**config.mk**
```make
export PLATFORM = sky130hd
export DESIGN_NAME = cascade_counter_stage
export DESIGN_NICKNAME = d
export VERILOG_FILES = /design/src/rtl/cascade_counter_pkg.sv /design/src/rtl/cascade_counter_ctrl.sv /design/src/rtl/cascade_counter_datapath.sv /design/src/rtl/cascade_counter_stage.sv
export SDC_FILE = /design/constraint.sdc
export NUM_CORES = 1
export LEC_CHECK = 0
export ABC_AREA = 1
export CORE_AREA = 10 10 47 49
export DETAILED_ROUTE_END_ITERATION = 7
export DIE_AREA = 0 0 57 59
export DONT_BUFFER_PORTS = 1
export GPL_TIMING_DRIVEN = 0
export HOLD_SLACK_MARGIN = 0.08
export PLACE_DENSITY_LB_ADDON = 0.15
export SYNTH_ARGS = -nofsm -noshare
export SYNTH_HDL_FRONTEND = slang
export SYNTH_SLANG_ARGS = --single-unit
```
**constraint.sdc**
```tcl
create_clock -name clk -period 1.1 [get_ports clk]
set_input_delay 0.055 -clock clk [delete_from_list [all_inputs] [get_ports clk]]
set_output_delay 0.055 -clock clk [all_outputs]
set_load 0.02 [all_outputs]
```
**src/rtl/cascade_counter_pkg.sv**
```systemverilog
package cascade_counter_pkg;

  // Strobes from the control module to the datapath, one clock cycle each.
  typedef struct packed {
    logic clearNow;  // synchronous clear in this cycle
    logic loadNow;   // parallel load in this cycle
    logic countNow;  // count step in this cycle
  } stageStrobe_t;

endpackage

```
**src/rtl/cascade_counter_ctrl.sv**
```systemverilog
module cascade_counter_ctrl
  import cascade_counter_pkg::*;
#(
  parameter bit ASYNC_CLEAR = 1'b1
) (
  input  logic         clearN,
  input  logic         loadN,
  input  logic         enPar,
  input  logic         enTrk,
  input  logic         atMax,
  output stageStrobe_t strobe,
  output logic         asyncClrN,
  output logic         termCnt
);

  logic syncClear;

  // The clear style is picked by parameter.
  generate
    if (ASYNC_CLEAR) begin : g_asyncClear
      assign asyncClrN = clearN;
      assign syncClear = 1'b0;
    end else begin : g_syncClear
      assign asyncClrN = 1'b1;
      assign syncClear = ~clearN;
    end
  endgenerate

  // Priority: clear first, then load, then count.
  always_comb begin
    strobe.clearNow = syncClear;
    strobe.loadNow  = clearN & ~loadN;
    strobe.countNow = clearN & loadN & enPar & enTrk;
  end

  // The carry out depends only on the trickle enable, so it can feed the next stage.
  assign termCnt = enTrk & atMax;

endmodule

```
**src/rtl/cascade_counter_datapath.sv**
```systemverilog
module cascade_counter_datapath
  import cascade_counter_pkg::*;
#(
  parameter int WIDTH   = 4,
  parameter int MAX_VAL = 9
) (
  input  logic             clk,
  input  logic             asyncClrN,
  input  stageStrobe_t     strobe,
  input  logic [WIDTH-1:0] loadVal,
  output logic [WIDTH-1:0] count,
  output logic             atMax
);

  localparam logic [WIDTH-1:0] MAX_V = WIDTH'(MAX_VAL);

  logic [WIDTH-1:0] countQ;
  logic [WIDTH-1:0] nextVal;

  // A count at or above the highest value wraps to zero.
  always_comb begin
    if (countQ >= MAX_V) nextVal = '0;
    else                 nextVal = countQ + 1'b1;
  end

  always_ff @(posedge clk or negedge asyncClrN) begin
    if (!asyncClrN)           countQ <= '0;
    else if (strobe.clearNow) countQ <= '0;
    else if (strobe.loadNow)  countQ <= loadVal;
    else if (strobe.countNow) countQ <= nextVal;
  end

  assign count = countQ;
  assign atMax = (countQ == MAX_V);

endmodule

```
**src/rtl/cascade_counter_stage.sv**
```systemverilog
module cascade_counter_stage
  import cascade_counter_pkg::*;
#(
  parameter int WIDTH       = 4,
  parameter bit DECADE      = 1'b1,
  parameter bit ASYNC_CLEAR = 1'b1
) (
  input  logic             clk,
  input  logic             clearN,
  input  logic             loadN,
  input  logic             enPar,
  input  logic             enTrk,
  input  logic [WIDTH-1:0] loadVal,
  output logic [WIDTH-1:0] count,
  output logic             termCnt
);

  localparam int MAX_VAL = DECADE ? 9 : (2 ** WIDTH) - 1;

  stageStrobe_t strobe;
  logic         asyncClrN;
  logic         atMax;

  cascade_counter_ctrl #(
    .ASYNC_CLEAR(ASYNC_CLEAR)
  ) u_ctrl (
    .clearN   (clearN),
    .loadN    (loadN),
    .enPar    (enPar),
    .enTrk    (enTrk),
    .atMax    (atMax),
    .strobe   (strobe),
    .asyncClrN(asyncClrN),
    .termCnt  (termCnt)
  );

  cascade_counter_datapath #(
    .WIDTH  (WIDTH),
    .MAX_VAL(MAX_VAL)
  ) u_datapath (
    .clk      (clk),
    .asyncClrN(asyncClrN),
    .strobe   (strobe),
    .loadVal  (loadVal),
    .count    (count),
    .atMax    (atMax)
  );

endmodule

```
# Word-level counts from Yosys, hierarchy flattened
# Cells that the tools add are included.
# op_classes
addsub	1
multipliers	0
div	0
magnitude_cmp	1
n_eq_ne	1
shift	0
n_mux	3
bitwise_logic	6
n_reduce_logical	1
# op_table
operator	n
$mux 4	3
$and 1x1->1	5
$add 4x1->4 const B	1
$eq 4x4->1 const B	1
$ge 4x4->1 const B	1
$reduce_bool 2->1	1
$not 1->1	1
# totals
ff_bits	4
latch_bits	0
ram_bits	0
rom_bits	0
inputBits	9
out_inout_bits	5
word_cells	14
mem_count	0

# Depth between registers and ports, before layout
# Gate-level depths: netlist of the first run.
# logic_depth
depth_word	5
ltp_mapped	7
mapped_depth_nobuf	7

# By module
# From an unflattened synthesis of the first run, not the netlist that was laid out.
# hier_totals
hier_cells	59
hier_area_um2	355.3
# by_module_without_submodules
module	instances	cells_per_inst	area_each_um2	seq_area_each_um2
cascade_counter_datapath	1	49	310.3	100.1
cascade_counter_ctrl	1	10	45.0	0.0

# Least setup slack after synthesis of the first run
# No wires, ideal clock.
# synth_path
path_type	register -> register
start	reg u_datapath.countQ[1], in the netlist u_datapath.count[1]
end	reg u_datapath.countQ[0], in the netlist u_datapath.count[0]
setup_time_ns	0.079
arrival_ns	1.181
required_time_ns	1.021
slack_ns	-0.161
path_stages_with_launch	8
n_path_buf	0
synth_period_minus_slack_ns	1.261
path_cell_list	dfrtp_1 > inv_1 > ha_1 > nor2_1 > nand2_1 > nand2_2 > nand3_2 > o21bai_1
# synth_between
elab_chain_len	4
# synth_lines
element	line_no	text
start: declaration	cascade_counter_datapath.sv:17	logic [WIDTH-1:0] countQ;
start signal: assignment	cascade_counter_datapath.sv:29	else if (strobe.loadNow) countQ <= loadVal;
start signal: assignment	cascade_counter_datapath.sv:30	else if (strobe.countNow) countQ <= nextVal;
$ge 4x4->1	cascade_counter_datapath.sv:22	if (countQ >= MAX_V) nextVal = '0;
$mux 4	cascade_counter_datapath.sv:22	
$mux 4	cascade_counter_datapath.sv:30	
$mux 4	cascade_counter_datapath.sv:29	
# Every way passes these cells. The select of a mux whose other input is x is not followed.
# A chain may end at the register's enable or synchronous reset.

# Worst setup path in the final report of the first run
# layout_path
start	reg u_datapath.countQ[1], in the netlist u_datapath.count[1]
end	out termCnt
# layout_between
elab_chain_len	2
# layout_lines
element	line_no	text
$eq 4x4->1	cascade_counter_datapath.sv:34	assign atMax = (countQ == MAX_V);
$and 1x1->1	cascade_counter_ctrl.sv:37	assign termCnt = enTrk & atMax;
end: declaration	cascade_counter_stage.sv:15	output logic termCnt
# Every way passes these cells.

==> results of run 1 <==
final cells by class:
cell class | instances | share of cell area
Timing Repair Buffer | 7 | 0.135
Clock buffer | 3 | 0.0442
Inverter | 9 | 0.0713
Multi-Input combinational cell | 33 | 0.509
Tap cell | 16 | 0.0393
Sequential cell | 4 | 0.201
logic make-up after synthesis:
kind of cell,count (synthesis)
AOI/OAI and AO/OA,5
xor gates and xnor gates,1
adders and majority gates,3
buffers and inverters,9
DFF,4
and+or+nand+nor,24
final timing paths:
| path | from | to |
|---|---|---|
| max | u_datapath.count[1]$_DFFE_PN0P_ | termCnt |
| min | clearN | u_datapath.count[2]$_DFFE_PN0P_ |
| max reg2reg | u_datapath.count[0]$_DFFE_PN0P_ | u_datapath.count[0]$_DFFE_PN0P_ |
| min reg2reg | u_datapath.count[0]$_DFFE_PN0P_ | u_datapath.count[0]$_DFFE_PN0P_ |
| max in group asynchronous | clearN | u_datapath.count[0]$_DFFE_PN0P_ |
| min in group clk | clearN | u_datapath.count[3]$_DFFE_PN0P_ |
worst max-delay path: cells and delay by family, from the launching register on:
| kind | cells | cell delay [ns] |
|---|---|---|
| flip-flops | 1 | 0.48 |
| buffers and inverters | 1 | 0.10 |
| AND/OR/NAND/NOR | 2 | 0.24 |
| adder cells (fa/ha/maj) | 1 | 0.16 |
stage by stage:
step	instances	hold WS [ns]	instance area (um2)
2_1_floorplan	46	-0.241	353
3_3_place_gp	62	-0.240	373
3_5_place_dp	62	-0.240	373
4_1_cts	71	0.0917	473
5_1_grt	72	0.0905	509
6_report	72	0.0964	509
layout by cell type, fill, tap and decap left out, types with 2 or more instances in the layout:
| master | instances |
|---|---|
| nand3_1 | 2 |
| clkbuf_4 | 3 |
| dfrtp_1 | 2 |
| o21bai_1 | 2 |
| dfrtp_2 | 2 |
| ha_4 | 2 |
| o21ai_1 | 2 |
| nand2_1 | 10 |
| dlygate4sd3_1 | 5 |
| inv_1 | 7 |
| nand3_2 | 2 |
| nand4_1 | 3 |
| nand2_2 | 4 |
| nor2_4 | 2 |
routing by layer:
layer | wire length [um] | up-vias | global-route usage
met4 | 12 | 0 | 0.0403
met1 | 370 | 152 | 0.0595
met2 | 501 | 8 | 0.0884
met3 | 88 | 2 | 0.0472
li1 | - | 169 | -
met5 | 0 | - | 0
report_power, final:
group	switching, mW	internal (mW)	total (mW)
Sequential	0.122	0.183	0.304
Clock	0.0540	0.122	0.176
Combinational	0.154	0.158	0.312
what timing repair did:
item,in CTS,in global routing
setup buffers,1,1
hold buffers,5,0
setup endpoints to repair,5,5
pin swaps,1,4
resized for setup,4,7
endpoints found under the hold margin,8,0
==> summary.txt, run 1 <==
Floorplanning
  – Core area: 1400 um2
  – Die width: 57 um
  – Starting density of the core: 0.241
  – Die height: 59 um
  – DIE AREA: 3360 um2
  – Std cell rows: 14
  – Top Ports: 14

Cells and area
  – Area Growth Syn to Fin: 50.7%
  – Post-layout util: 0.363
  – Final nets: 70
  – Multi-input gate area: 259 um2
  – Ant diodes: 0
  – Filler Cell Count: 153
  – Number of flip-flops in the largest register: 4
  – Reg area: 103 um2
  – Share of layout cells above drive strength 1: 0.375

Power
  – Total power: 0.792 mW
  – LEAKAGE: 0.238 nW
  – Peak supply drop: 796 uV
  – Cell Pwr Density: 1550 nW/um2

Synth
  – Ys Warns: 0
  – Most frequent cells after synthesis: nand2_1, inv_1, dfrtp_1
  – Yosys top cell by area: dfrtp_1
  – Synth Area in Adders: 0.111
  – Synth cell types: 14
  – Number of synthesized flops with an enable pin: 0
  – #FFs+latches synth: 4
  – Ys async rst share: 1.00
  – Simple-gate share of the synthesized area: 0.359
  – XOR/XNOR Fraction of Synth Area: 0.0259
  – Post-Syn Area: 338 um2
  – Most frequent cell after synthesis: nand2_1
  – Top FF cell, synth: dfrtp_1
  – Largest cells by area after synthesis: dfrtp_1, nand2_1, ha_1, inv_1, nand3_2
  – Largest family of logic cells by synthesized area: simple AND/OR/NAND/NOR gates
  – Mux contribution to synthesized area: 0
  – Sequential area share after synthesis: 0.296
  – Post-synth top area share: 0.296
  – Mapped Cells: 46
  – Synth Area per Inst: 7.34 um2
  – Net Count, Synth: 58
  – Post-synthesis compound-gate area fraction: 0.107

Global routing
  – Overall Global Routing Usage: 0.0610
  – Grt total ovfl: 0
  – Initial antenna violation count: 0
  – Largest net degree at the start of global routing: 8
  – Vias in the first global route: 345
  – First-pass GRT wire length: 1570 um

Drt
  – WL final: 972 um
  – # DRC: 0
  – ANT nets after route: 0
  – Detailed-route vias per instance: 4.60
  – Pre-Repair DR Iteration Count: 4
  – Via Count: 331
  – DR WL/cell: 13.5 um
  – Detailed Route Iter0 Violations: 3

Min path
  – Hold Path Class: input port to async pin

Critical path
  – Crit path DAT: 1.21 ns
  – Slowest stage delay, CP: 0.48 ns
  – Critical path's slowest cell: dfrtp_2
  – Crit-path max FO: 5
  – Worst setup path class: flop to output port
  – R2r setup slk: -0.15 ns
  – Critical Path, Cell by Cell: inv_4 > ha_4 > nand3_4 > nor2_4
  – Worst R2R Path Depth: 6
  – Setup crit start kind: flop
  – Critical Path RT: 1.04 ns
  – Nature of the critical path endpoint: output port

Timing
  – Slew margin rel.: 0.715
  – Final setup violation count: 5
  – Final period util: 1.15
  – Slew Limit Fails: 0
  – Setup TNS: -0.649 ns
  – Worst-Margin Slew: 0.428 ns
  – Endpoints failing hold: 0
  – RSZ-0062 raised after global routing: true
  – Fin Clk Skew: 0.00248 ns
  – Post-layout minimum cycle time: 1.26 ns
  – Max frequency: 791 MHz
  – Final worst setup slack: -0.164 ns

CTS
  – CTS Buffer Depth: 2
  – H-tree levels: 1
  – Worst-path clk slew: 0.04 ns
  – Root Driver: clkbuf_4
  – CTS tree: yes
  – Clk Latency, worst-skew pair: 0.23 ns
  – Num CTS Buffers: 3
  – Clock Sinks: 4

Placed design
  – Final GP Congestion: 0.758
  – Pre-CTS WS: -0.131 ns
  – Port bufs: 0
  – Hpwl dp: 732 um

Status
  – Status: complete, but fails checks
  – Failing checks: negative setup slack

Run
  – Max_cap viols: 0
No activity file was read; power rests on OpenSTA's default activity.
==> run 2, diff against run 1 <==
--- a/config.mk
+++ b/config.mk
@@ -12,7 +12,6 @@
 export DONT_BUFFER_PORTS = 1
 export GPL_TIMING_DRIVEN = 0
 export HOLD_SLACK_MARGIN = 0.08
-export PLACE_DENSITY_LB_ADDON = 0.15
 export SYNTH_ARGS = -nofsm -noshare
 export SYNTH_HDL_FRONTEND = slang
 export SYNTH_SLANG_ARGS = --single-unit
==> summary.txt, run 2 (synthesized netlist as in run 1, its figures left out) <==
Status
  – Status: complete, but fails checks (unchanged)
  – Failing checks: negative setup slack (unchanged)

Timing
  – Post-layout minimum cycle time: 1.27 ns (was 1.26 ns)
  – Final setup violation count: 5 (unchanged)
  – Final worst setup slack: -0.169 ns (was -0.164 ns)
  – Max frequency: 788 MHz (was 791 MHz)
  – Endpoints failing hold: 0 (unchanged)
  – Final period util: 1.15 (about the same)
  – Worst-Margin Slew: 0.431 ns (was 0.428 ns)
  – Slew Limit Fails: 0 (unchanged)
  – RSZ-0062 raised after global routing: true (unchanged)
  – Fin Clk Skew: 0.00118 ns (was 0.00248 ns)
  – Setup TNS: -0.651 ns (was -0.649 ns)
  – Slew margin rel.: 0.713 (was 0.715)
  – Hold_ws: 0.0872 ns (was 0.0964 ns)

Floorplanning
  – Top Ports: 14 (unchanged)
  – Core area: 1400 um2 (unchanged)
  – Starting density of the core: 0.241 (unchanged)
  – Die width: 57 um (unchanged)
  – Std cell rows: 14 (unchanged)
  – Die height: 59 um (unchanged)
  – DIE AREA: 3360 um2 (unchanged)

Drt
  – Pre-Repair DR Iteration Count: 4 (unchanged)
  – Detailed Route Iter0 Violations: 9 (was 3)
  – ANT nets after route: 0 (unchanged)
  – DR WL/cell: 13.4 um (was 13.5 um)
  – Detailed-route vias per instance: 4.53 (was 4.60)
  – # DRC: 0 (unchanged)
  – Via Count: 326 (was 331)
  – WL final: 964 um (was 972 um)

Cells and area
  – Most common cell after layout, fill and taps aside: nand2_1 (unchanged)
  – Post-layout util: 0.361 (was 0.363)
  – Reg area: 103 um2 (unchanged)
  – Final nets: 69 (was 70)
  – Multi-input gate area: 259 um2 (unchanged)
  – Area Growth Syn to Fin: 49.6% (was 50.7%)
  – Non-filler instance count after layout: 72 (unchanged)
  – Ant diodes: 0 (unchanged)
  – Number of flip-flops in the largest register: 4 (unchanged)
  – Most frequent cells in the layout: nand2_1, inv_1, dlygate4sd3_1, nand2_2 (unchanged)
  – Filler Cell Count: 156 (was 153)
  – Post-route cell area: 505 um2 (was 509 um2)
  – Share of layout cells above drive strength 1: 0.375 (unchanged)

Run
  – Max_cap viols: 0 (unchanged)

Global routing
  – Vias in the first global route: 346 (was 345)
  – First-pass GRT wire length: 1520 um (was 1570 um)
  – Largest net degree at the start of global routing: 8 (unchanged)
  – Overall Global Routing Usage: 0.0571 (was 0.0610)
  – Initial antenna violation count: 0 (unchanged)
  – Grt total ovfl: 0 (unchanged)

Placed design
  – Pre-CTS WS: -0.141 ns (was -0.131 ns)
  – Port bufs: 0 (unchanged)
  – Final GP Congestion: 0.763 (was 0.758)
  – Hpwl dp: 713 um (was 732 um)
  – Post-placement cell count: 62 (unchanged)
  – Post-DP Area: 373 um2 (unchanged)

Critical path
  – Crit path DAT: 1.21 ns (about the same)
  – Worst R2R Path Depth: 7 (was 6)
  – Critical Path RT: 1.04 ns (about the same)
  – R2r setup slk: -0.14 ns (was -0.15 ns)
  – Worst reg2reg path endpoint: u_datapath.count[0]$_DFFE_PN0P_ (unchanged)
  – Worst setup path end: termCnt (unchanged)
  – Worst r2r src: u_datapath.count[1]$_DFFE_PN0P_ (was u_datapath.count[0]$_DFFE_PN0P_)
  – Nature of the critical path endpoint: output port (unchanged)
  – Setup crit start kind: flop (unchanged)
  – Crit-path max FO: 5 (unchanged)
  – Worst setup path class: flop to output port (unchanged)
  – Worst setup path start: u_datapath.count[1]$_DFFE_PN0P_ (unchanged)

Power
  – Sequential power share: 0.378 (was 0.384)
  – Peak supply drop: 876 uV (was 796 uV)
  – LEAKAGE: 0.234 nW (was 0.238 nW)
  – Int Power: 0.462 mW (about the same)
  – Combinational power share: 0.363 (was 0.394)
  – Cell Pwr Density: 1590 nW/um2 (was 1550 nW/um2)
  – Switch Pwr: 0.340 mW (was 0.330 mW)
  – Clock power frac: 0.259 (was 0.222)
  – Total power: 0.802 mW (was 0.792 mW)
  – Switching Share: 0.424 (was 0.417)

Min path
  – Hold Path Class: input port to async pin (unchanged)

CTS
  – Clk Latency, worst-skew pair: 0.24 ns (was 0.23 ns)
  – Root Driver: clkbuf_4 (unchanged)
  – Worst-path clk slew: 0.04 ns (about the same)
  – Clock Sinks: 4 (unchanged)
  – H-tree levels: 1 (unchanged)
  – Num CTS Buffers: 3 (unchanged)
  – CTS tree: yes (unchanged)
  – CTS Buffer Depth: 2 (unchanged)
[run 2: timing repair]
item | 4_1_cts | 5_1_grt
setup buffers | 1 | 0
gates resized for setup | 4 | 8
setup endpoints to repair | 5 | 5
hold endpoints to repair | 8 | 0
gates cloned | 0 | 0
pin swaps | 1 | 5
hold buffers | 5 | 0
[run 2: worst min-delay path by stage]
stage	endpoint	slack, ns
floorplan	u_datapath.count[0]$_DFFE_PN0P_	-0.24
finish	u_datapath.count[3]$_DFFE_PN0P_	0.09
global placement	u_datapath.count[1]$_DFFE_PN0P_	-0.24
CTS	u_datapath.count[1]$_DFFE_PN0P_	0.09
global route	u_datapath.count[1]$_DFFE_PN0P_	0.1
detailed placement	u_datapath.count[1]$_DFFE_PN0P_	-0.24
[run 2: power by group through the flow]
stage | combinational (mW) | sequential [mW] | clock, mW
2_1_floorplan | 0.157 | 0.274 | 0
4_1_cts | 0.243 | 0.296 | 0.214
6_report | 0.291 | 0.304 | 0.208
3_3_place_gp | 0.181 | 0.296 | 0
3_5_place_dp | 0.189 | 0.296 | 0
5_1_grt | 0.322 | 0.314 | 0.225
[run 2: routing by layer]
| metal | vias to the layer above | routed length (um) | global-route usage |
|---|---|---|---|
| met5 | - | 0 | 0 |
| met1 | 139 | 393 | 0.0536 |
| met4 | 0 | 10 | 0.0201 |
| met3 | 2 | 132 | 0.0536 |
| met2 | 19 | 428 | 0.0868 |
| li1 | 166 | - | - |
[run 2: layout make-up]
type	count	area share
clock buffers	4	0.0520
repair buffers	6	0.121
multi-input cells	33	0.512
flip-flops and latches	4	0.203
well taps	16	0.0396
inverters	9	0.0718
[run 2: critical path, cell delays in order (launching register included)]
cell	delay, ns
dfrtp_2	0.48
inv_4	0.10
ha_4	0.16
nand3_4	0.08
nor2_4	0.16
